File: src/rtl/rah_pkg.sv
package rah_pkg;

    typedef enum logic [3:0] {
        S_IDLE,
        S_ADDR,
        S_GC_CMD,
        S_GC_ARMED,
        S_GC_DEAD,
        S_ID_TGT,
        S_ID_WAIT,
        S_ID_RADDR,
        S_ID_SEND
    } rah_state_e;

    localparam logic [7:0] GC_WRITE_BYTE = 8'h00;
    localparam logic [7:0] RESET_CMD     = 8'h06;
    localparam logic [6:0] ID_RESV_ADDR  = 7'b1111100;

endpackage

File: src/rtl/rah_id_sel.sv
module rah_id_sel #(
    parameter int                 ID_BITS  = 24,
    parameter logic [ID_BITS-1:0] ID_VALUE = '0,
    parameter int                 NB       = ID_BITS / 8,
    parameter int                 IDX_W    = (NB > 1) ? $clog2(NB) : 1
) (
    input  logic [IDX_W-1:0] idx,
    output logic [7:0]       byte_o
);

    logic [7:0] slices [NB];

    // Byte 0 holds the most significant bits of the identity.
    for (genvar g = 0; g < NB; g++) begin : g_slice
        assign slices[g] = ID_VALUE[ID_BITS-1-8*g -: 8];
    end

    always_comb begin
        if (32'(idx) < NB) byte_o = slices[idx];
        else               byte_o = 8'h00;
    end

endmodule

File: src/rtl/rah_fsm.sv
module rah_fsm
    import rah_pkg::*;
#(
    parameter int NB    = 3,
    parameter int IDX_W = 2
) (
    input  logic             clk,
    input  logic             rst_n,
    input  logic             ev_start,
    input  logic             ev_rstart,
    input  logic             ev_stop,
    input  logic             rx_valid,
    input  logic [7:0]       rx_byte,
    input  logic             mst_ack,
    input  logic             mst_nack,
    input  logic [6:0]       own_addr,
    output logic             ack_valid,
    output logic             ack_bit,
    output logic             tx_valid,
    output logic [IDX_W-1:0] idx,
    output logic             soft_rst
);

    localparam logic [IDX_W-1:0] LAST_IDX = IDX_W'(NB - 1);
    localparam logic [7:0] ID_WR_BYTE = {ID_RESV_ADDR, 1'b0};
    localparam logic [7:0] ID_RD_BYTE = {ID_RESV_ADDR, 1'b1};

    rah_state_e       state, nxt_state;
    logic [IDX_W-1:0] nxt_idx;
    logic             nxt_ackv, nxt_ack, nxt_rst;

    // State register
    always_ff @(posedge clk or negedge rst_n) begin
        if (!rst_n) state <= S_IDLE;
        else        state <= nxt_state;
    end

    // Output and index registers
    always_ff @(posedge clk or negedge rst_n) begin
        if (!rst_n) begin
            idx       <= '0;
            ack_valid <= 1'b0;
            ack_bit   <= 1'b0;
            soft_rst  <= 1'b0;
        end else begin
            idx       <= nxt_idx;
            ack_valid <= nxt_ackv;
            ack_bit   <= nxt_ack;
            soft_rst  <= nxt_rst;
        end
    end

    assign tx_valid = (state == S_ID_SEND);

    // Next-state and next-output decision
    always_comb begin
        nxt_state = state;
        nxt_idx   = idx;
        nxt_ackv  = 1'b0;
        nxt_ack   = 1'b0;
        nxt_rst   = 1'b0;
        if (ev_stop) begin
            nxt_rst   = (state == S_GC_ARMED);
            nxt_state = S_IDLE;
        end else if (ev_rstart && state == S_ID_WAIT) begin
            nxt_state = S_ID_RADDR;
        end else if (ev_start || ev_rstart) begin
            nxt_state = S_ADDR;
        end else begin
            nxt_ackv = rx_valid;
            unique case (state)
                S_IDLE: ;
                S_ADDR, S_ID_RADDR: begin
                    if (rx_valid) begin
                        if (state == S_ID_RADDR && rx_byte == ID_RD_BYTE) begin
                            nxt_ack   = 1'b1;
                            nxt_state = S_ID_SEND;
                            nxt_idx   = '0;
                        end else if (rx_byte == GC_WRITE_BYTE) begin
                            nxt_ack   = 1'b1;
                            nxt_state = S_GC_CMD;
                        end else if (rx_byte == ID_WR_BYTE) begin
                            nxt_ack   = 1'b1;
                            nxt_state = S_ID_TGT;
                        end else begin
                            nxt_state = S_IDLE;
                        end
                    end
                end
                S_GC_CMD: begin
                    if (rx_valid) begin
                        if (rx_byte == RESET_CMD) begin
                            nxt_ack   = 1'b1;
                            nxt_state = S_GC_ARMED;
                        end else begin
                            nxt_state = S_GC_DEAD;
                        end
                    end
                end
                S_GC_ARMED: begin
                    if (rx_valid) nxt_state = S_GC_DEAD;
                end
                S_GC_DEAD: ;
                S_ID_TGT: begin
                    if (rx_valid) begin
                        if (rx_byte[7:1] == own_addr) begin
                            nxt_ack   = 1'b1;
                            nxt_state = S_ID_WAIT;
                        end else begin
                            nxt_state = S_IDLE;
                        end
                    end
                end
                S_ID_WAIT: begin
                    if (rx_valid) nxt_state = S_IDLE;
                end
                S_ID_SEND: begin
                    if (mst_ack) begin
                        nxt_idx = (idx == LAST_IDX) ? '0 : idx + 1'b1;
                    end else if (mst_nack) begin
                        nxt_state = S_IDLE;
                    end
                end
            endcase
        end
    end


    rst_after_stop_chk: assert property (@(posedge clk) disable iff (!rst_n)
        soft_rst |-> ($past(ev_stop) && $past(state == S_GC_ARMED)));


    rst_one_cycle_chk: assert property (@(posedge clk) disable iff (!rst_n)
        soft_rst |=> !soft_rst);


    ack_follows_rx_chk: assert property (@(posedge clk) disable iff (!rst_n)
        ack_valid |-> $past(rx_valid));


    tgt_match_chk: assert property (@(posedge clk) disable iff (!rst_n)
        (ack_valid && ack_bit && $past(state == S_ID_TGT))
            |-> ($past(rx_byte[7:1]) == $past(own_addr)));


    send_entry_acked_chk: assert property (@(posedge clk) disable iff (!rst_n)
        $rose(tx_valid) |-> (ack_valid && ack_bit));

endmodule

File: src/rtl/resv_addr_handler.sv
module resv_addr_handler #(
    parameter logic [7:0] MFR_ID    = 8'h00,
    parameter logic [6:0] PART_CAT  = 7'h25,
    parameter logic [5:0] PART_FEAT = 6'h0B,
    parameter logic [2:0] DIE_REV   = 3'h2
) (
    input  logic       clk,
    input  logic       rst_n,
    input  logic       ev_start,
    input  logic       ev_rstart,
    input  logic       ev_stop,
    input  logic       rx_valid,
    input  logic [7:0] rx_byte,
    input  logic       mst_ack,
    input  logic       mst_nack,
    input  logic [6:0] own_addr,
    output logic       ack_valid,
    output logic       ack_bit,
    output logic       tx_valid,
    output logic [7:0] tx_byte,
    output logic       soft_rst
);

    localparam int ID_BITS = 24;
    localparam int NB      = ID_BITS / 8;
    localparam int IDX_W   = (NB > 1) ? $clog2(NB) : 1;
    localparam logic [ID_BITS-1:0] ID_VALUE = {MFR_ID, PART_CAT, PART_FEAT, DIE_REV};

    logic [IDX_W-1:0] idx;

    rah_fsm #(.NB(NB), .IDX_W(IDX_W)) u_fsm (
        .clk       (clk),
        .rst_n     (rst_n),
        .ev_start  (ev_start),
        .ev_rstart (ev_rstart),
        .ev_stop   (ev_stop),
        .rx_valid  (rx_valid),
        .rx_byte   (rx_byte),
        .mst_ack   (mst_ack),
        .mst_nack  (mst_nack),
        .own_addr  (own_addr),
        .ack_valid (ack_valid),
        .ack_bit   (ack_bit),
        .tx_valid  (tx_valid),
        .idx       (idx),
        .soft_rst  (soft_rst)
    );

    rah_id_sel #(.ID_BITS(ID_BITS), .ID_VALUE(ID_VALUE), .NB(NB), .IDX_W(IDX_W)) u_idsel (
        .idx    (idx),
        .byte_o (tx_byte)
    );

endmodule

File: config.mk
export PLATFORM = sky130hd
export DESIGN_NAME = resv_addr_handler
export DESIGN_NICKNAME = d
export VERILOG_FILES = /design/src/rtl/rah_pkg.sv /design/src/rtl/rah_id_sel.sv /design/src/rtl/rah_fsm.sv /design/src/rtl/resv_addr_handler.sv
export SDC_FILE = /design/constraint.sdc
export NUM_CORES = 1
export LEC_CHECK = 0
export ABC_AREA = 1
export BUFFER_PORTS_ARGS = -buffer_cell sky130_fd_sc_hd__buf_2
export CAP_MARGIN = 20
export CORE_ASPECT_RATIO = 0.8
export CORE_UTILIZATION = 51
export CTS_BUF_LIST = sky130_fd_sc_hd__clkbuf_4
export DETAILED_ROUTE_END_ITERATION = 10
export PLACE_DENSITY = 0.91
export RECOVER_POWER = 100
export SYNTH_ARGS = -nofsm -noshare
export SYNTH_HDL_FRONTEND = slang
export SYNTH_SLANG_ARGS = --single-unit
File: constraint.sdc
create_clock -name clk -period 1.5 [get_ports clk]
set_clock_uncertainty 0.1 [all_clocks]
set_input_delay 0.225 -clock clk [delete_from_list [all_inputs] [get_ports clk]]
set_output_delay 0.225 -clock clk [all_outputs]
set_load 0.02 [all_outputs]
==> impl_metrics.json, run 1 <==
{
  "worstHoldPathType": "in -> reg",
  "ios": 35,
  "core_area_um2": 1692,
  "leakagePower_nw": 0.7494,
  "syn_inst": 157,
  "pre_cts_ws_ns": -0.02767,
  "drc": 0,
  "layout.cells.most_common_list": "nand2_1, buf_2, nor2_1",
  "max_freq_mhz": 583.5,
  "ctsHtreeMaxLevel": 1,
  "drtPass1Iterations": 5,
  "drv_cap": 0,
  "postLayoutCoreUtil_pct": 81.80,
  "yosys_warnings": 0,
  "period_share_pct": 114.3,
  "synth_cell_types": 26,
  "crit_chain": "inv_2, nor2_4, nand2_4, buf_6, nand2_4, nor2_4, nand2_2, nand2_4, nand2_4, nand3_2, o21ai_1",
  "dieArea_um2": 2045,
  "crit_required_ns": 1.57,
  "wirelength_met1_um": 1208,
  "synthMuxAreaShare_pct": 0,
  "clk_pin_slew_worst_paths_ns": 0.08,
  "place_hpwl_um": 2026,
  "cts_buffers": 3,
  "wire_per_inst_um": 17.16,
  "place_congestion": 0.8723,
  "instances_no_fill": 222,
  "synth-xor-area-share_pct": 3.679,
  "finalHoldViolations": 0,
  "outcome": "finished, violations left",
  "tns_ns": -1.055,
  "top_layer_used": "met4",
  "rows": 13,
  "finalWorstSetupSlack_ns": -0.2138,
  "via_count": 1273,
  "ir_worst_vdd_mv": 0.4392,
  "clockRootBuffer": "clkbuf_4",
  "insertion_delay_ns": 0.29,
  "ant_nets": 0,
  "path_class": "reg -> reg",
  "crit_top_cell": "nand2_4",
  "synthSimpleGateAreaFrac_pct": 46.91,
  "post-place-cells": 208,
  "synth_compound_area_share_pct": 6.833,
  "cts_tree": "done",
  "grt_overflow": 0,
  "track_usage_pct": 33.61,
  "max_stage_delay_ns": 0.44,
  "wl_met3_um": 398,
  "start_util_pct": 56.29,
  "clkSinkCount": 9,
  "synth_seq_cells": 9,
  "yosys.area_share.adder_pct": 3.942,
  "powerDensity_nw_per_um2": 511.5,
  "clockBufferDepth": 2,
  "period_minus_slack_ns": 1.714,
  "final_common_cell": "nand2_1",
  "violations": "negative setup slack",
  "p_total_uw": 707.9,
  "crit_fanout": 5,
  "met2WireLength_um": 1805,
  "synth.avg_cell_area_um2": 6.065,
  "setup-violations-final": 8,
  "area_delta_synth_final_pct": 45.34,
  "syn_area_um2": 952.2,
  "grt_pass1_wl_um": 4602,
  "num_antenna_cells": 0,
  "dieWidth_um": 50.31,
  "synth_top_family_by_area": "simple AND/OR/NAND/NOR gates",
  "finalWirelength_um": 3810,
  "arrival_ns": 1.78,
  "ys_seq_area_share_pct": 23.65,
  "antenna_found_initial": 0,
  "die_h_um": 40.65,
  "slowest_stage": "dfrtp_1",
  "rsz0062_at_grt": "true",
  "io_buffers": 30,
  "grt_pass1_vias": 1023,
  "drv_slew": 0,
  "drive_above_1_share_pct": 45.00,
  "critPathLaunchType": "register",
  "drt_iter0_drc": 75,
  "grt_start_max_net_pins": 10,
  "end_kind": "register",
  "fin_nets": 227,
  "drt-vias-per-instance": 5.734
}
state kept, by name, summed over array words and instances (netlist names):
signal and count:
u_fsm.state 4, u_fsm.idx 2, u_fsm.ack_bit 1, u_fsm.ack_valid 1, u_fsm.soft_rst 1
path summary, 6_finish.rpt:
check                                  to  slack, ns      startpoint  cells past startpoint
min in group asynchronous  u_fsm.state[3]       0.30           rst_n                      2
max                        u_fsm.state[3]      -0.21  u_fsm.state[3]                     11
max in group asynchronous  u_fsm.state[2]       0.62           rst_n                      2
min reg2reg                u_fsm.state[2]       0.52  u_fsm.state[2]                      2
min                        u_fsm.state[1]       0.17         ev_stop                      4
max reg2reg                u_fsm.state[3]      -0.21  u_fsm.state[3]                     11
cell families after synthesis:
| group | Yosys count |
|---|---|
| AND/OR/NAND/NOR | 98 |
| buffers and inverters | 31 |
| AO/OA/AOI/OAI | 11 |
| flip-flops | 9 |
| XOR/XNOR | 4 |
| adder cells (fa/ha/maj) | 3 |
| other | 1 |
area by class of cell:
class / instances / area, um^2
Clock buffer: 4 / 30.03
Fill cell: 96 / 307.8
Inverter: 25 / 93.84
Multi-Input combinational cell: 120 / 729.5
Sequential cell: 9 / 229.0
Tap cell: 22 / 27.53
Timing Repair Buffer: 42 / 274.0
what timing repair did:
action                                  4_1_cts  5_1_grt
setup buffers                                 7        2
pin swaps                                     5       10
hold buffers                                  1        0
endpoints found under the hold margin         9        0
resized for setup                            16       28
endpoints found under the setup margin        8       10
power by group:
group          internal (mW)  switching [mW]
combinational         0.0898           0.136
sequential             0.248         0.00701
clock                  0.121           0.106
total                  0.459           0.249
cell usage after synthesis:
cell	instances	area (um^2)
a21oi_1	1	5.000
a21oi_2	1	8.760
a31oi_1	1	6.260
buf_4	6	45.04
clkinv_1	1	3.750
conb_1	1	3.750
dfrtp_1	9	225.2
ha_1	3	37.54
inv_1	18	67.56
inv_2	6	22.52
nand2_1	47	176.4
nand2_2	6	37.54
nand2_4	1	11.26
nand3_1	10	50.05
nand3b_1	2	15.01
nand4_1	1	6.260
nor2_1	21	78.83
nor2_2	6	37.54
nor2_4	2	22.52
nor2b_1	1	6.260
nor3_1	1	5.000
o21ai_0	1	5.000
o21ai_1	5	25.02
o21ai_2	1	8.760
o22ai_1	1	6.260
xnor2_1	4	35.03
per-stage QoR:
stage,hold slack [ns],cell area (um^2)
after detailed placement,-0.005804,1111
final,0.1688,1384
after floorplan,-0.1706,963.4
after global routing,0.1903,1384
after global placement,-0.01541,1111
after CTS,0.1382,1274
critical path, delay by kind of cell (launching register included):
kind            cells  cell delay, ns
compound gates      1            0.08
buf+inv             2            0.26
simple gates        8            0.72
flops               1            0.44
layer usage:
layer	vias to the layer above	GRT usage, %
met3	47	10.37
met5	-	0
met4	0	35.42
met2	116	61.67
li1	556	-
met1	554	30.97
No activity file was read; power rests on OpenSTA's default activity.
==> run 2, diff against run 1 <==
Settings changed: CORE_UTILIZATION 51 to 55, PLACE_DENSITY 0.91 to 0.93.
Clock period 1.5 ns to 2.1 ns, I/O delays scaled along.
==> run 2 against run 1 <==
  * The flow now finishes without violations
  * Hold slack better by 0.048 ns
  * Routed wire length is 40% lower
  * Critical path depth is 7 lower
  * Core utilization is 14 points lower
  * Total power is 37% lower
  * Via count is 16% lower
  * Sequential cell count stayed put
  * First-iteration DRC count is 5.3% lower
  * Final cell count is 5.0% lower
==> impl_metrics.json, run 2 (synthesis gave the netlist of run 1 again) <==
{
  "outcome": "finished clean",
  "reg2reg_depth": 10,
  "top_regs": "u_fsm.state x4, u_fsm.idx x2",
  "final_area_um2": 1101,
  "clkSinkCount": 9,
  "fin_nets": 216,
  "ir_worst_vdd_mv": 0.2606,
  "period_minus_slack_ns": 1.823,
  "arrival_ns": 1.41,
  "place_area_um2": 1096,
  "largest_reg_flops": 4,
  "regMostFlops": "u_fsm.state",
  "place_hpwl_um": 1867,
  "post-place-cells": 206,
  "critPathLaunchType": "register",
  "dieWidth_um": 48.52,
  "instances_no_fill": 211,
  "ios": 35,
  "switching_share_pct": 31.51,
  "crit_fanout": 6,
  "place_congestion": 0.8622,
  "seq_power_share_pct": 40.5,
  "drv_slew": 0,
  "period_share_pct": 86.82,
  "drc": 0,
  "grt_overflow": 0,
  "grt_start_max_net_pins": 10,
  "track_usage_pct": 26.98,
  "setup-violations-final": 0,
  "p_switching_uw": 140.3,
  "rows": 13,
  "insertion_delay_ns": 0.27,
  "crit_required_ns": 1.68,
  "final_common_cell": "nand2_1",
  "end_kind": "output pin",
  "clk_pin_slew_worst_paths_ns": 0.07,
  "leakagePower_nw": 0.6294,
  "dieArea_um2": 1903,
  "finalHoldViolations": 0,
  "wire_per_inst_um": 10.88,
  "clockBufferDepth": 2,
  "via_count": 1068,
  "drive_above_1_share_pct": 22.22,
  "drt_iter0_drc": 71,
  "tns_ns": 0,
  "layout.cells.most_common_list": "nand2_1, nor2_1, buf_2",
  "hold_path_end": "u_fsm.state[1]",
  "seq_area_um2": 225.2,
  "filler_cell_count": 163,
  "multi_input_area_um2": 574.3,
  "drv_cap": 0,
  "crit_start": "u_fsm.state[1]",
  "clock_power_share_pct": 34.7,
  "path_class": "reg -> out",
  "max_freq_mhz": 548.5,
  "ctsHtreeMaxLevel": 1,
  "antenna_found_initial": 0,
  "reg2reg_from": "u_fsm.state[1]",
  "grt_pass1_vias": 919,
  "drt-vias-per-instance": 5.062,
  "area_delta_synth_final_pct": 15.64,
  "power_frac_comb_pct": 24.8,
  "rsz0062_at_grt": "false",
  "powerDensity_nw_per_um2": 404.3,
  "start_util_pct": 58.54,
  "io_buffers": 30,
  "intPower_uw": 304.9,
  "cts.repair.resized": 0,
  "grt_pass1_wl_um": 3663,
  "hold_path_startpoint": "ev_stop",
  "drtPass1Iterations": 4,
  "cts_tree": "done",
  "clockRootBuffer": "clkbuf_4",
  "postLayoutCoreUtil_pct": 67.69,
  "num_antenna_cells": 0,
  "ant_nets": 0,
  "cts_buffers": 3,
  "r2r_slack_ns": 0.32,
  "worstHoldPathType": "in -> reg",
  "rr_endpoint": "u_fsm.state[2]",
  "die_h_um": 39.22,
  "hold_path_depth": 4,
  "finalWirelength_um": 2295,
  "core_area_um2": 1627
}
==> run 2: cell types whose count changed in the layout (fill, tap and decap cells not counted), sizes merged <==
cell | previous run | this run
buf | 40 | 22
clkbuf | 5 | 12
==> run 2: what timing repair did <==
| item | 4_1_cts | 5_1_grt |
|---|---|---|
| endpoints found under the hold margin | 9 | 0 |
| endpoints found under the setup margin | 0 | 0 |
| hold buffers | 1 | 0 |
| setup buffers | 0 | 0 |
==> run 2: critical path: stages, from the launching register on <==
cell and delay [ns]:
dfrtp_1 0.45, nor2_1 0.22, nand2_1 0.18, inv_1 0.12, buf_2 0.17
==> run 2: how the worst max path moves through the flow <==
stage and endpoint:
6_report tx_valid, 5_1_grt u_fsm.state[2], 4_1_cts tx_valid, 3_5_place_dp u_fsm.state[0], 3_3_place_gp u_fsm.state[2], 2_1_floorplan tx_byte[3]
==> run 2: final cells by class <==
type                       count  area share (%)
tap                           22           2.500
sequential                     9           20.45
timing repair buffer          31           13.64
inverter                      25           8.523
multi-input combinational    120           52.16
clock buffer                   4           2.727
==> run 2: layer usage <==
metal | vias up | GRT usage, % | wire length [um]
li1 | 533 | - | -
met1 | 470 | 29.10 | 962
met2 | 52 | 51.41 | 1091
met3 | 13 | 5.098 | 154
met4 | 0 | 16.18 | 87
met5 | - | 0 | 0
==> run 2: power groups by stage <==
stage,logic (mW),registers (mW),clock network [mW]
2_1_floorplan,0.0768,0.183,0
3_3_place_gp,0.109,0.183,0
3_5_place_dp,0.115,0.183,0
4_1_cts,0.116,0.180,0.158
5_1_grt,0.125,0.181,0.167
6_report,0.110,0.180,0.155
==> run 2: through the flow <==
step	total power, mW	worst slack [ns]	hold WS (ns)
6_report	0.4452	0.2768	0.2168
5_1_grt	0.4721	0.1950	0.2451
4_1_cts	0.4544	0.3360	0.2135
3_5_place_dp	0.2979	0.5575	0.08032
3_3_place_gp	0.2922	0.6432	0.07247
2_1_floorplan	0.2601	0.7026	-0.08059
==> run 3, diff against run 2 <==
Settings changed: PLACE_DENSITY 0.93 to 0.88, RECOVER_POWER 100 to not set.
==> run 3 against run 2 <==
  * Combinational power grew 5%
  * Non-clock buffer count is the same
  * First-iteration DRC count shrank 27%
  * Hold slack is essentially flat
  * Routed wire length grew 0.35%
  * Sequential cell count is the same
  * Die area is the same
  * Final cell count is the same
  * Final area grew 3.2%
  * Clock power grew 3%
  * Highest routed layer unchanged
==> impl_metrics.json, run 3 (synthesis gave the netlist of run 1 again) <==
{
  "cts.repair.resized": 0,
  "via_count": 1061,
  "period_share_pct": 84.05,
  "hold_buffers": 1,
  "grt_start_max_net_pins": 10,
  "track_usage_pct": 27.09,
  "powerDensity_nw_per_um2": 402.0,
  "core_area_um2": 1627,
  "arrival_ns": 1.35,
  "insertion_delay_ns": 0.28,
  "final_common_cell": "nand2_1",
  "grt_pass1_vias": 913,
  "grt_pass1_wl_um": 3719,
  "cts_tree": "done",
  "outcome": "finished clean",
  "switching_share_pct": 32.55,
  "rows": 13,
  "finalHoldViolations": 0,
  "area_delta_synth_final_pct": 19.32,
  "clk_pin_slew_worst_paths_ns": 0.08,
  "dieArea_um2": 1903,
  "postLayoutCoreUtil_pct": 69.85,
  "final_area_um2": 1136,
  "period_minus_slack_ns": 1.765,
  "grt_overflow": 0,
  "ctsHtreeMaxLevel": 1,
  "antenna_found_initial": 0,
  "crit_fanout": 5,
  "drv_cap": 0,
  "rsz0062_at_grt": "false",
  "seq_power_share_pct": 39.4,
  "drt-vias-per-instance": 5.028,
  "setup-violations-final": 0,
  "fin_nets": 216,
  "place_congestion": 0.8728,
  "p_switching_uw": 148.6,
  "max_stage_delay_ns": 0.43,
  "clock_power_share_pct": 35.1,
  "die_h_um": 39.22,
  "regMostFlops": "u_fsm.state",
  "ios": 35,
  "drv_slew": 0,
  "path_buf_inv": 2,
  "critPathTopFamily": "flip-flops",
  "top_regs": "u_fsm.state x4, u_fsm.idx x2",
  "clockBufferDepth": 2,
  "wire_per_inst_um": 10.91,
  "max_freq_mhz": 566.6,
  "cts_setup_buffers": 0,
  "ir_worst_vdd_mv": 0.2461,
  "crit_required_ns": 1.68,
  "end_kind": "output pin",
  "cts_buffers": 3,
  "drc": 0,
  "leakagePower_nw": 0.6655,
  "slowest_stage": "dfrtp_1",
  "worstHoldPathType": "in -> reg",
  "seq_area_um2": 225.2,
  "filler_cell_count": 138,
  "layout.cells.most_common_list": "nand2_1, buf_2, nor2_1",
  "num_antenna_cells": 0,
  "start_util_pct": 58.54,
  "drive_above_1_share_pct": 30.16,
  "clkSinkCount": 9,
  "place_area_um2": 1096,
  "dieWidth_um": 48.52,
  "tns_ns": 0,
  "crit_chain": "nor2_1, nand2_2, inv_1, buf_2",
  "clockRootBuffer": "clkbuf_4",
  "place_hpwl_um": 1852,
  "drt_iter0_drc": 52,
  "path_class": "reg -> out",
  "intPower_uw": 308.1,
  "multi_input_area_um2": 599.3,
  "critPathLaunchType": "register",
  "largest_reg_flops": 4,
  "io_buffers": 30,
  "ant_nets": 0,
  "drtPass1Iterations": 4,
  "finalWirelength_um": 2303,
  "power_frac_comb_pct": 25.5
}
-- run 3: stage by stage --
step           total power, mW  hold WS [ns]  instances  setup slack (ns)
3_3_place_gp            0.2929       0.08164        206            0.6384
4_1_cts                 0.4571        0.1972        211            0.3523
3_5_place_dp            0.2975       0.08012        206            0.6041
2_1_floorplan           0.2601      -0.08059        160            0.7026
6_report                0.4567        0.2166        211            0.3350
5_1_grt                 0.4766        0.2383        211            0.2752
-- run 3: final timing paths --
kind | endpoint | slack [ns] | cells past startpoint | from
hold reg to reg | u_fsm.idx[0] | 0.46 | 2 | u_fsm.idx[0]
setup / recovery | tx_valid | 0.33 | 4 | u_fsm.state[0]
max in group asynchronous | u_fsm.ack_bit | 1.39 | 2 | rst_n
setup reg to reg | u_fsm.state[1] | 0.51 | 9 | u_fsm.state[2]
min in group asynchronous | u_fsm.state[0] | 0.31 | 2 | rst_n
hold / removal | u_fsm.state[2] | 0.22 | 4 | ev_stop
-- run 3: layout make-up --
class / instances / share of cell area (%)
flip-flops and latches: 9 / 19.82
clock buffers: 4 / 2.643
inverters: 25 / 8.260
well taps: 22 / 2.423
repair buffers: 31 / 14.10
multi-input cells: 120 / 52.75
-- run 3: power by group through the flow --
stage          combinational [mW]  sequential [mW]  clock [mW]
3_3_place_gp                0.110            0.183           0
6_report                    0.116            0.180       0.160
2_1_floorplan              0.0768            0.183           0
3_5_place_dp                0.114            0.183           0
5_1_grt                     0.130            0.180       0.167
4_1_cts                     0.116            0.180       0.161
-- run 3: layer usage --
metal  up-vias  track usage (%)  wire, um
met1       469            29.17       933
met4         0            13.97        58
met2        52            51.76      1141
li1        531                -         -
met3         9            6.275       170
met5         -                0         0
-- run 3: worst register-to-register path: stages, from the launching register on --
cell	delay, ns
dfrtp_1	0.44
nor2_2	0.17
nand3_1	0.15
o21ai_2	0.13
nor2_1	0.08
a21oi_1	0.20
nand2_1	0.09
nand2_1	0.07
nand2_1	0.05
nand2_1	0.05
